[src/rtl/fts_pkg.sv]
package fts_pkg;
  typedef enum logic [2:0] {
    MODE_OCC    = 3'd0,
    MODE_ROTATE = 3'd1,
    MODE_STALL  = 3'd2,
    MODE_FLUSH  = 3'd3,
    MODE_ADAPT  = 3'd4
  } fetch_mode_e;

  // number of set bits in a vector of up to 32 threads
  function automatic int count_set(input logic [31:0] v);
    int n;
    n = 0;
    for (int i = 0; i < 32; i++) n += int'(v[i]);
    return n;
  endfunction

  // (base + step) modulo n, for base < n and step < n
  function automatic int wrap_add(input int base, input int step, input int n);
    int s;
    s = base + step;
    if (s >= n) s -= n;
    return s;
  endfunction
endpackage

[src/rtl/fts_elig.sv]
module fts_elig #(
  parameter int NTHR    = 4,
  parameter int FEW_MAX = 2
) (
  input  logic [2:0]      mode,
  input  logic [NTHR-1:0] active,
  input  logic [NTHR-1:0] l2_miss,
  input  logic [NTHR-1:0] l1d_miss,
  output logic [NTHR-1:0] cand,
  output logic            ignore_cnt,
  output logic            few_thr
);
  import fts_pkg::*;

  logic [NTHR-1:0] clean;

  assign few_thr = count_set(32'(active)) <= FEW_MAX;
  assign clean   = active & ~l1d_miss;

  always_comb begin
    ignore_cnt = 1'b0;
    case (fetch_mode_e'(mode))
      MODE_ROTATE: begin
        cand       = active;
        ignore_cnt = 1'b1;
      end
      MODE_STALL, MODE_FLUSH: cand = active & ~l2_miss;
      MODE_ADAPT: begin
        if (few_thr)            cand = clean;
        else if (clean != '0)   cand = clean;
        else                    cand = active;
      end
      default: cand = active;
    endcase
  end
endmodule

[src/rtl/fts_pick.sv]
module fts_pick #(
  parameter int NTHR  = 4,
  parameter int CNT_W = 6,
  localparam int PTR_W = (NTHR > 1) ? $clog2(NTHR) : 1
) (
  input  logic [NTHR-1:0]       cand,
  input  logic [NTHR*CNT_W-1:0] occ,
  input  logic                  ignore_cnt,
  input  logic [PTR_W-1:0]      ptr,
  output logic [NTHR-1:0]       pick,
  output logic                  any,
  output logic [PTR_W-1:0]      win_idx
);
  import fts_pkg::*;

  logic [CNT_W-1:0] best_cnt;
  logic [CNT_W-1:0] cur_cnt;
  int               pos;

  always_comb begin
    any      = 1'b0;
    best_cnt = '0;
    win_idx  = '0;
    cur_cnt  = '0;
    pos      = 0;
    for (int k = 0; k < NTHR; k++) begin
      pos     = wrap_add(int'(ptr), k, NTHR);
      cur_cnt = ignore_cnt ? '0 : occ[pos*CNT_W +: CNT_W];
      if (cand[pos] && (!any || cur_cnt < best_cnt)) begin
        any      = 1'b1;
        best_cnt = cur_cnt;
        win_idx  = PTR_W'(pos);
      end
    end
    pick = '0;
    if (any) pick[win_idx] = 1'b1;
  end
endmodule

[src/rtl/fts_flush.sv]
module fts_flush #(
  parameter int NTHR = 4
) (
  input  logic            clk,
  input  logic            rst_n,
  input  logic            en,
  input  logic [NTHR-1:0] active,
  input  logic [NTHR-1:0] l2_miss,
  output logic [NTHR-1:0] miss_rise,
  output logic [NTHR-1:0] req
);
  logic [NTHR-1:0] l2_prev;

  always_ff @(posedge clk) begin
    if (!rst_n) l2_prev <= '0;
    else        l2_prev <= l2_miss;
  end

  assign miss_rise = l2_miss & ~l2_prev;
  assign req       = (en && rst_n) ? (miss_rise & active) : '0;
endmodule

[src/rtl/fetch_thread_sel.sv]
module fetch_thread_sel #(
  parameter int NTHR    = 4,
  parameter int CNT_W   = 6,
  parameter int FEW_MAX = 2,
  localparam int PTR_W  = (NTHR > 1) ? $clog2(NTHR) : 1
) (
  input  logic                  clk,
  input  logic                  rst_n,
  input  logic [2:0]            mode,
  input  logic [NTHR-1:0]       active,
  input  logic [NTHR*CNT_W-1:0] occ,
  input  logic [NTHR-1:0]       l2_miss,
  input  logic [NTHR-1:0]       l1d_miss,
  output logic [NTHR-1:0]       grant,
  output logic [NTHR-1:0]       flush_req
);
  import fts_pkg::*;

  // named internal events
  logic [NTHR-1:0]  cand;
  logic             ignore_cnt;
  logic             few_thr;
  logic [NTHR-1:0]  pick;
  logic             any_pick;
  logic [PTR_W-1:0] win_idx;
  logic [PTR_W-1:0] rr_ptr;
  logic [NTHR-1:0]  miss_rise;
  logic             flush_en;

  fts_elig #(.NTHR(NTHR), .FEW_MAX(FEW_MAX)) u_elig (
    .mode(mode), .active(active), .l2_miss(l2_miss), .l1d_miss(l1d_miss),
    .cand(cand), .ignore_cnt(ignore_cnt), .few_thr(few_thr)
  );

  fts_pick #(.NTHR(NTHR), .CNT_W(CNT_W)) u_pick (
    .cand(cand), .occ(occ), .ignore_cnt(ignore_cnt), .ptr(rr_ptr),
    .pick(pick), .any(any_pick), .win_idx(win_idx)
  );

  assign flush_en = fetch_mode_e'(mode) == MODE_FLUSH;

  fts_flush #(.NTHR(NTHR)) u_flush (
    .clk(clk), .rst_n(rst_n), .en(flush_en), .active(active),
    .l2_miss(l2_miss), .miss_rise(miss_rise), .req(flush_req)
  );

  always_ff @(posedge clk) begin
    if (!rst_n)        rr_ptr <= '0;
    else if (any_pick) rr_ptr <= (win_idx == PTR_W'(NTHR-1)) ? '0 : win_idx + 1'b1;
  end

  assign grant = rst_n ? pick : '0;
endmodule

[config.mk]
export PLATFORM = sky130hd
export DESIGN_NAME = fetch_thread_sel
export DESIGN_NICKNAME = d
export VERILOG_FILES = /design/src/rtl/fts_pkg.sv /design/src/rtl/fts_elig.sv /design/src/rtl/fts_pick.sv /design/src/rtl/fts_flush.sv /design/src/rtl/fetch_thread_sel.sv
export SDC_FILE = /design/constraint.sdc
export NUM_CORES = 1
export LEC_CHECK = 0
export ABC_CLOCK_PERIOD_IN_PS = 28600
export BUFFER_PORTS_ARGS = -buffer_cell sky130_fd_sc_hd__buf_4
export CORE_AREA = 2 2 91 93
export DETAILED_ROUTE_END_ITERATION = 7
export DIE_AREA = 0 0 93 95
export GPL_ROUTABILITY_DRIVEN = 0
export PLACE_DENSITY = 0.7
export SYNTH_ARGS = -nofsm -noshare
export SYNTH_HDL_FRONTEND = slang
export SYNTH_SLANG_ARGS = --single-unit
[constraint.sdc]
create_clock -name clk -period 28.6 [get_ports clk]
set_clock_uncertainty 0.15 [all_clocks]
set_input_delay 0 -clock clk [delete_from_list [all_inputs] [get_ports clk]]
set_output_delay 0 -clock clk [all_outputs]
set_load 0.02 [all_outputs]
# After elaboration in Yosys (flattened, before gate mapping)
# Cells that the tools add are included.
[word_totals] n_memories=0 out_inout_bits=8 rom_bits=0 word_cells=101 in_bits=41 latchBits=0 ram_bits=0 reg_bits=6
[op_classes] n_eq_ne=5 bitwise_logic=7 n_mul=4 reduce_logical=13 add_sub_neg=11 shifts=4 div=0 magnitude_cmp=14 muxes=41
[ops] cell="$lt A32 B4 Y1 const B" count=4
[ops] cell="$mul A32 B3 Y31 const B" count=4
[ops] cell="$mux W32" count=4
[ops] cell="$shiftx A24 B32 Y6" count=4
[ops] cell="$ge A32 B4 Y1 const B" count=3
[ops] cell="$sub A32 B4 Y32 const B" count=3
[ops] cell="$add A32 B2 Y32" count=2
[ops] cell="$mux W6" count=7
[ops] cell="$le A32 B3 Y1 const B" count=1
[ops] cell="$mux W4" count=5
[ops] cell="$lt A6 B6 Y1" count=3
[ops] cell="$and A4 B4 Y4" count=4
[ops] cell="$mux W1" count=14
[ops] cell="$not A4 Y4" count=3
[ops] cell="$mux W2" count=5
[ops] cell="$bmux W1 S2" count=4
[ops] cell="$pmux W4 S2" count=1
[ops] cell="$add A2 B2 Y3 const B" count=2
[ops] cell="$eq A3 B2 Y1 const B" count=2
[ops] cell="$logic_and A1 B1 Y1" count=5
[ops] cell="$reduce_bool A4 Y1" count=1
[ops] cell="$sub A2 B3 Y4 const B" count=1
[ops] cell="$add A2 B1 Y3 const B" count=1
[ops] cell="$eq A3 B1 Y1 const B" count=1
[ops] cell="11 further kinds" count=15

# Longest topological paths before layout
# Gate-level depths: netlist of run 1.
[logic_depth] word_depth=28 depth_mapped=44

# By module
# From an unflattened synthesis of run 1, not the netlist that was laid out.
[unflattened] hier_cells=504 hier_area_um2=3726.1
[by_module_without_submodules] mod="fts_pick" instances=1 cells_per_inst=451 area_each_um2=3231.8 seq_area_each_um2=0.0
[by_module_without_submodules] mod="fts_elig" instances=1 cells_per_inst=22 area_each_um2=195.2 seq_area_each_um2=0.0
[by_module_without_submodules] mod="fts_flush" instances=1 cells_per_inst=17 area_each_um2=168.9 seq_area_each_um2=80.1
[by_module_without_submodules] mod="fetch_thread_sel" instances=1 cells_per_inst=14 area_each_um2=130.1 seq_area_each_um2=40.0

# Worst setup path before layout of run 1
# Ideal clock, no wire load.
[synth_timing] path_kind="reg-to-reg" from="register rr_ptr[0]" to="register rr_ptr[1]" period_less_slack_ns=9.217 n_path_buf=7 path_slack_ns=19.383 setup_time_ns=0.116 path_stages_with_launch=42 t_arrival_ns=8.951 path_cell_list="dfxtp_1 > clkinv_1 > clkbuf_1 > clkbuf_1 > ha_1 > buf_6 > buf_2 > buf_1 > clkbuf_1 > clkbuf_1 > mux4_2 > o32ai_1 > nand2_1 > ha_1 > nand2_1 > o21ai_0 > nor2_1 > or4b_1 > (+6 left out) > a21oi_1 > nand3b_1 > o21ai_0 > a32o_2 > o21a_2 > nor2_1 > a21oi_1 > ha_1 > a21o_1 > a211o_1 > a211o_1 > or3_1 > o22ai_2 > nor4_1 > a21o_1 > ha_1 > a21oi_1 > nor2b_1"
[synth_via] elab_chain_cells=20 word_cells_on_any_way=65
[synth_lines] element="start: declaration" line="fetch_thread_sel.sv:26" rtl="logic [PTR_W-1:0] rr_ptr;"
[synth_lines] element="start signal: assignment" line="fetch_thread_sel.sv:49" rtl="else if (any_pick) rr_ptr <= (win_idx == PTR_W'(NTHR-1)) ? '0 : win_idx + 1'b1;"
[synth_lines] element="$add A2 B1 Y3, or another cell as far along" line="fts_pkg.sv:21" rtl="s = base + step;"
[synth_lines] element="$sub A32 B4 Y32, or another cell as far along" line="fts_pkg.sv:22" rtl="if (s >= n) s -= n;"
[synth_lines] element="$mux W32, or another cell as far along" line="fts_pkg.sv:22"
[synth_lines] element="$mul A32 B3 Y31, or another cell as far along" line="fts_pick.sv:28" rtl="cur_cnt = ignore_cnt ? '0 : occ[pos*CNT_W +: CNT_W];"
[synth_lines] element="$shiftx A24 B32 Y6, or another cell as far along" line="fts_pick.sv:28"
[synth_lines] element="$mux W6, or another cell as far along" line="fts_pick.sv:28"
[synth_lines] element="$lt A6 B6 Y1 / $logic_not A1 Y1 (equally long branches)" line="fts_pick.sv:29" rtl="if (cand[pos] && (!any || cur_cnt < best_cnt)) begin"
[synth_lines] element="$logic_or A1 B1 Y1" line="fts_pick.sv:29"
[synth_lines] element="(+4 left out)"
[synth_lines] element="$logic_and A1 B1 Y1" line="fts_pick.sv:29"
[synth_lines] element="$mux W6 / $mux W1 (equally long branches)" line="fts_pick.sv:29"
[synth_lines] element="$lt A6 B6 Y1 / $logic_not A1 Y1 (equally long branches)" line="fts_pick.sv:29"
[synth_lines] element="$logic_or A1 B1 Y1" line="fts_pick.sv:29"
[synth_lines] element="$logic_and A1 B1 Y1" line="fts_pick.sv:29"
[synth_lines] element="$mux W2" line="fts_pick.sv:29"
[synth_lines] element="$add A2 B1 Y2 / $eq A2 B2 Y1 (equally long branches)" line="fetch_thread_sel.sv:49"
[synth_lines] element="$mux W2" line="fetch_thread_sel.sv:49"
# Several ways; a longest one is shown, not always the timed one. The select of a mux whose other input is x is not followed.
# A chain may end at the register's enable or synchronous reset.

# Worst setup path after layout of run 1
[layout_timing] from="register rr_ptr[0]" to="output grant[3]"
[layout_via] elab_chain_cells=24 word_cells_on_any_way=69
[layout_lines] element="$add A2 B1 Y3, or another cell as far along" line="fts_pkg.sv:21"
[layout_lines] element="$sub A32 B4 Y32, or another cell as far along" line="fts_pkg.sv:22"
[layout_lines] element="$mux W32, or another cell as far along" line="fts_pkg.sv:22"
[layout_lines] element="$mul A32 B3 Y31, or another cell as far along" line="fts_pick.sv:28"
[layout_lines] element="$shiftx A24 B32 Y6, or another cell as far along" line="fts_pick.sv:28"
[layout_lines] element="$mux W6, or another cell as far along" line="fts_pick.sv:28"
[layout_lines] element="$lt A6 B6 Y1 / $logic_not A1 Y1 (equally long branches)" line="fts_pick.sv:29"
[layout_lines] element="$logic_or A1 B1 Y1" line="fts_pick.sv:29"
[layout_lines] element="(+8 left out)"
[layout_lines] element="$logic_and A1 B1 Y1" line="fts_pick.sv:29"
[layout_lines] element="$mux W2" line="fts_pick.sv:29"
[layout_lines] element="$lt A2 B3 Y1 (not written as such) / $ge A2 B1 Y1 (equally long branches)" line="fts_pick.sv:36" rtl="if (any) pick[win_idx] = 1'b1;"
[layout_lines] element="$logic_and A1 B1 Y1 (not written as such)" line="fts_pick.sv:36"
[layout_lines] element="$mux W1 (not written as such)" line="fts_pick.sv:36"
[layout_lines] element="$demux W1 S2"
[layout_lines] element="$mux W4 *" line="fts_pick.sv:36"
[layout_lines] element="$mux W4 *" line="fetch_thread_sel.sv:52" rtl="assign grant = rst_n ? pick : '0;"
[layout_lines] element="end: declaration" line="fetch_thread_sel.sv:14" rtl="output logic [NTHR-1:0] grant,"
# Every way passes the cells marked *; elsewhere a longest branch is shown, timed or not. The select of a mux whose other input is x is not followed.

==> metrics, run 1 <==
status finished, violations left; failing checks DRC; H-tree Lvls 1; fin crit period 9.86 ns; nets around 650; worst r2r src rr_ptr[0]; total length of routed wires between 10000 and 15000 um; Placed Cells 664; relative slew slack between 4 and 5%; Global Route Usage Sum just under 30%; max-slew violation count 0; Syn. warnings 0; initial antenna violation count 0; post_cts resized 0; crit end category output pin; vias in the first global route roughly 4400; Critical Path Fanout Max 89; drt drc 1; antenna viol nets, final 0; FP Rows 33; Die Ht between 90 and 100 um; initial drt markers roughly 510; Synth Flop Type dfxtp_1; Via density 6.77; Core Area 7930 um2; Mapped Cells 539; top-count cell post-synth nand2_1; ys async rst share 0%; highest clock rate a little over 100 MHz; Sink Count 6; ranking of synthesized cells by area ha_1 (9.7%), mux4_2 (8.2%), mux2i_1 (7.3%), nand2_1 (5.7%), a21oi_1 (5.7%); cell accounting for the most synthesized area ha_1; Post-CTS Setup Bufs 0; R2R cell count 36; Worst EP arrival between 9 and 10 ns; area grow syn2layout 13.4%; Hold Path Class in2out; Clk pin slew, worst setup/hold paths roughly 0.03 ns; Commonest cells post-synth nand2_1 (59), nor2_1 (51), a21oi_1 (44); crit path from rr_ptr[0]; synth unique cells 86; global route overflow 0; maximum clock path buffer count 2; Post-CTS Hold Buffers 9; share of cells above drive strength 1 17.0%; CTS Buf Count 3; Die ar. 8840 um2; largest net degree at the start of global routing 90; port bufs 48; HPWL after DPL 9740 um; TritonCTS clock tree done; synthesized area per cell between 7 and 8 um2; final core occ 55.2%; hold_ws around 0.23 ns; final setup fails 0; RSZ-0062 raised after global routing no; period utilization approximately a third; Final Non-Filler Cells 676; Initial DRT Pass Iterations 8; Ant. Diodes 0; first-pass GRT wire length approximately 21000 um; max-cap check violation count 0; Hold Crit Start active[3]; synthesized flop and latch total 6; hold path cells 4; final setup TNS 0 ns; die width ~93 um; Synth top area share 9.72%; Mapped Nets 611; CP max-delay cell buf_4; Routed wire per std cell ~19 um; mapped cell area around 3900 um2; critical path class reg2out; total number of vias around 4600; Crit path required time 28.45 ns; sequential-to-total area share from yosys stat under 10%; I/O pin count just under 50; CP startpoint kind flip-flop; Initial Utilization about half; number of flops mapped to enable cells by yosys 0; worst slew pin tran 1.40 ns; Clk Latency, worst-skew pair 0.22 ns; Max stage delay on crit path around 0.71 ns; final hold viol count 0; Root Buffer Master clkbuf_8
==> area by class of cell <==
| cell class | count | area, um2 |
|---|---|---|
| Inverter | 23 | 86.3 |
| Sequential cell | 6 | 121 |
| Multi-Input combinational cell | 477 | 3510 |
| Timing Repair Buffer | 62 | 488 |
| Tap cell | 105 | 131 |
| Clock buffer | 3 | 41.3 |
| Fill cell | 796 | 3550 |
==> through the flow <==
stage               instance area (um2)  setup slack, ns
floorplan                          3860            19.38
global placement                   4250            19.30
detailed placement                 4250            19.00
CTS                                4380            18.82
global route                       4380            17.90
finish                             4380            18.74
==> cell families after synthesis <==
family	Yosys count	share of synthesized area, %
AO/OA/AOI/OAI	184	35.4
XOR/XNOR	1	0.227
multiplexers	49	17.5
other	1	0.0972
AND/OR/NAND/NOR	211	27.4
buffers and inverters	56	6.03
flip-flops	6	3.11
adder cells (fa/ha/maj)	31	10.2
==> layout by cell type (no fill, tap or decap), types with 5 or more instances in the layout <==
master          n
a211oi_1       14
a21o_1          6
a21oi_1        44
a221oi_1        6
a31o_1          5
a31oi_1        14
and2_1         10
and3_1          8
buf_4          53
dfxtp_1         5
dlygate4sd3_1   9
ha_1           29
inv_1          19
mux2_2          5
mux2i_1        28
mux4_2         14
nand2_1        59
nand2b_1       11
nand3_1         9
nand3b_1        6
nor2_1         51
nor2b_1         8
nor3_1         20
o21ai_0        27
or3_1           6
==> worst max-delay path: cells and delay by family (launching register included) <==
kind            cells  cell delay [ns]
compound gates     17             3.71
simple gates       10             2.47
flops               1             0.32
buf+inv             4             1.37
fa+ha+maj           5             1.65
==> flip-flops by register name, summed over array words and instances (netlist names) <==
name,cells
rr_ptr,2
u_flush.l2_prev,4
==> path summary, 6_finish.rpt <==
path | slack [ns] | to
max reg2reg | 18.88 | rr_ptr[1]
min | 0.23 | flush_req[3]
max | 18.74 | grant[3]
min reg2reg | 0.72 | rr_ptr[0]
==> routing by layer <==
layer	vias to the layer above	track usage, %	part of all wire, %
met4	0	19.1	6.7
met5	-	0	0
met3	64	1.84	6.8
li1	2133	-	-
met1	2108	35.5	41
met2	272	51.4	46
Power of run 1 is left out: the tool's default activity adds up to more than one toggle a clock period on the data nets, which glitch-free logic cannot reach.
==> run 2, diff against run 1 <==
--- a/config.mk
+++ b/config.mk
@@ -5,13 +5,14 @@
 export SDC_FILE = /design/constraint.sdc
 export NUM_CORES = 1
 export LEC_CHECK = 0
-export ABC_CLOCK_PERIOD_IN_PS = 28600
+export ABC_AREA = 1
+export ABC_CLOCK_PERIOD_IN_PS = 9200
 export BUFFER_PORTS_ARGS = -buffer_cell sky130_fd_sc_hd__buf_4
-export CORE_AREA = 2 2 91 93
+export CORE_AREA = 2 2 84 86
 export DETAILED_ROUTE_END_ITERATION = 7
-export DIE_AREA = 0 0 93 95
+export DIE_AREA = 0 0 86 88
 export GPL_ROUTABILITY_DRIVEN = 0
-export PLACE_DENSITY = 0.7
+export PLACE_DENSITY = 0.69
 export SYNTH_ARGS = -nofsm -noshare
 export SYNTH_HDL_FRONTEND = slang
 export SYNTH_SLANG_ARGS = --single-unit
==> constraint.sdc (replaced) <==
create_clock -name clk -period 9.2 [get_ports clk]
set_clock_uncertainty 0.15 [all_clocks]
set_input_delay 0 -clock clk [delete_from_list [all_inputs] [get_ports clk]]
set_output_delay 0 -clock clk [all_outputs]
set_load 0.02 [all_outputs]
==> metrics, run 2 <==
Root Buffer Master clkbuf_8; maximum clock path buffer count 2 (unchanged); Routed wire per std cell 15.0 um (-23%); Clk Latency, worst-skew pair 0.22 ns (about the same); I/O pin count 49 (unchanged); critical path's most frequent cell nor2_1; Via density 5.89 (-13%); initial antenna violation count 0 (unchanged); H-tree Lvls 1 (unchanged); most flop-heavy register u_flush.l2_prev; Mapped Nets 675 (+10%); Mapped Cells 603 (+12%); global route overflow 0 (unchanged); Max stage delay on crit path 0.46 ns (-0.25 ns); drt drc 0 (-1); largest registers u_flush.l2_prev (4), rr_ptr (2); most common cell after layout, fill and taps aside nand2_1; Hold Path Class in2out; max-slew violation count 0 (unchanged); cell accounting for the most synthesized area nand2_1; number of flops mapped to enable cells by yosys 0 (unchanged); Critical Path Fanout Max 55 (-38%); initial drt markers 439 (-14%); Crit path required time 9.05 ns (-19.40 ns); Commonest cells post-synth nand2_1 (160), inv_1 (63), o21ai_0 (58); Synth Flop Type dfxtp_1; first-pass GRT wire length 17900 um (-16%); Clk pin slew, worst setup/hold paths 0.04 ns (about the same); relative slew slack 45.1% (+41 points); mapped cell area 3200 um2 (-17%); HPWL after DPL 8370 um (-14%); nets 711 (+10%); Core Area 6640 um2 (-16%); synthesized flop and latch total 6 (unchanged); critical path class reg2out; RSZ-0062 raised after global routing no; total number of vias 4222 (-7.8%); most frequent cells in the layout nand2_1 (160), inv_1 (63), o21ai_0 (58); final hold viol count 0 (unchanged); die width 86 um (-7.5%); status finished clean; TritonCTS clock tree done; max reg flops 4 (unchanged); Post-CTS Hold Buffers 9 (unchanged); Post-CTS Setup Bufs 0 (unchanged); Initial Utilization 48.2% (-0.50 points); Syn. warnings 0 (unchanged); final setup TNS 0 ns (unchanged); Die ar. 7570 um2 (-14%); CTS Buf Count 3 (unchanged); vias in the first global route 3935 (-11%); Sink Count 6 (unchanged); post_cts resized 0 (unchanged); CP startpoint kind flip-flop; CP max-delay cell ha_1; max-cap check violation count 0 (unchanged); crit end category output pin; buffers and inverters on the worst path 7 (+3); share of cells above drive strength 1 15.5% (-1.4 points); FP Rows 30 (-9.1%); ranking of synthesized cells by area nand2_1 (19%), ha_1 (12%), o21ai_0 (9.1%), nand3_1 (8.8%), inv_1 (7.4%); family with the most delay on the worst path compound AO/OA/AOI/OAI gates; Initial DRT Pass Iterations 5 (-3); antenna viol nets, final 0 (unchanged); sequential-to-total area share from yosys stat 3.75% (+0.64 points); synthesized area per cell 5.31 um2 (-26%); Worst EP arrival 7.21 ns (-2.50 ns); port bufs 48 (unchanged); Synth top area share 18.8% (+9.0 points); highest clock rate 136 MHz; ys async rst share 0% (unchanged); fin crit period around 7.4 ns; synth unique cells 48 (-44%); total length of routed wires 10700 um (-18%); largest net degree at the start of global routing 56 (-38%); period utilization between 80 and 90%; area grow syn2layout 14.7%; final setup fails 0 (unchanged); Global Route Usage Sum 28.9% (-0.69 points); Die Ht 88 um (-7.4%); Ant. Diodes 0 (unchanged); final core occ 55.3% (about the same); worst slew pin tran 0.823 ns (-0.574 ns); top-count cell post-synth nand2_1
## run 2: changes by cell type in the layout (fill, tap and decap cells not counted), moves of 9 or more
cell      change
inv_1        +44
mux2i_1      -28
nand2b_1     -11
o21ai_0      +31
mux4_2       -14
nor3_1       -13
and2_1        -9
nand3_1      +47
nand2_1     +101
nand2_2      +13
a211oi_1     -10
## run 2: cell families (layout without fill, tap and decap cells)
logic type | after synthesis | in the layout | share of synthesized area (%)
AND/OR/NAND/NOR | 315 | 315 | 44.0
AO/OA/AOI/OAI | 147 | 147 | 26.5
buffers and inverters | 102 | 136 | 13.0
adder cells (fa/ha/maj) | 31 | 31 | 12.3
flip-flops | 6 | 6 | 3.75
other | 1 | 1 | 0.117
XOR/XNOR | 1 | 1 | 0.274
## run 2: layout make-up
class | count | area, um2
multi-input cells | 495 | 2670
well taps | 80 | 100
clock buffers | 3 | 41.3
inverters | 74 | 280
flip-flops and latches | 6 | 120
fillers | 717 | 2970
repair buffers | 59 | 465
## run 2: final timing paths
check / slack, ns / from / end / depth (start not counted)
worst min-delay path: 0.23 / active[1] / flush_req[1] / 4
worst max-delay path: 1.84 / rr_ptr[0] / grant[1] / 42
worst max register to register: 2.05 / rr_ptr[0] / rr_ptr[1] / 40
worst min register to register: 0.56 / rr_ptr[1] / rr_ptr[1] / 2
## run 2: layer usage
metal / wire length, um / GRT usage, %
met1: 4310 / 34.4
met4: 575 / 16.2
met2: 5020 / 51.4
met3: 841 / 2.07
met5: 0 / 0
## run 2: tightest hold or removal path, cell delays in order
cell	delay (ns)
buf_4	0.13
nand2_1	0.05
nor3_1	0.04
buf_4	0.15
## run 2: through the flow
stage | instances | instance area (um2) | hold slack, ns | worst slack [ns]
after floorplan | 603 | 3200 | -0.0565 | 2.27
after global placement | 705 | 3540 | 0.0388 | 2.29
after detailed placement | 705 | 3540 | 0.0439 | 2.18
after CTS | 717 | 3670 | 0.230 | 1.93
after global routing | 717 | 3670 | 0.257 | 1.03
final | 717 | 3670 | 0.226 | 1.84
Power of run 2 is left out for the same reason.
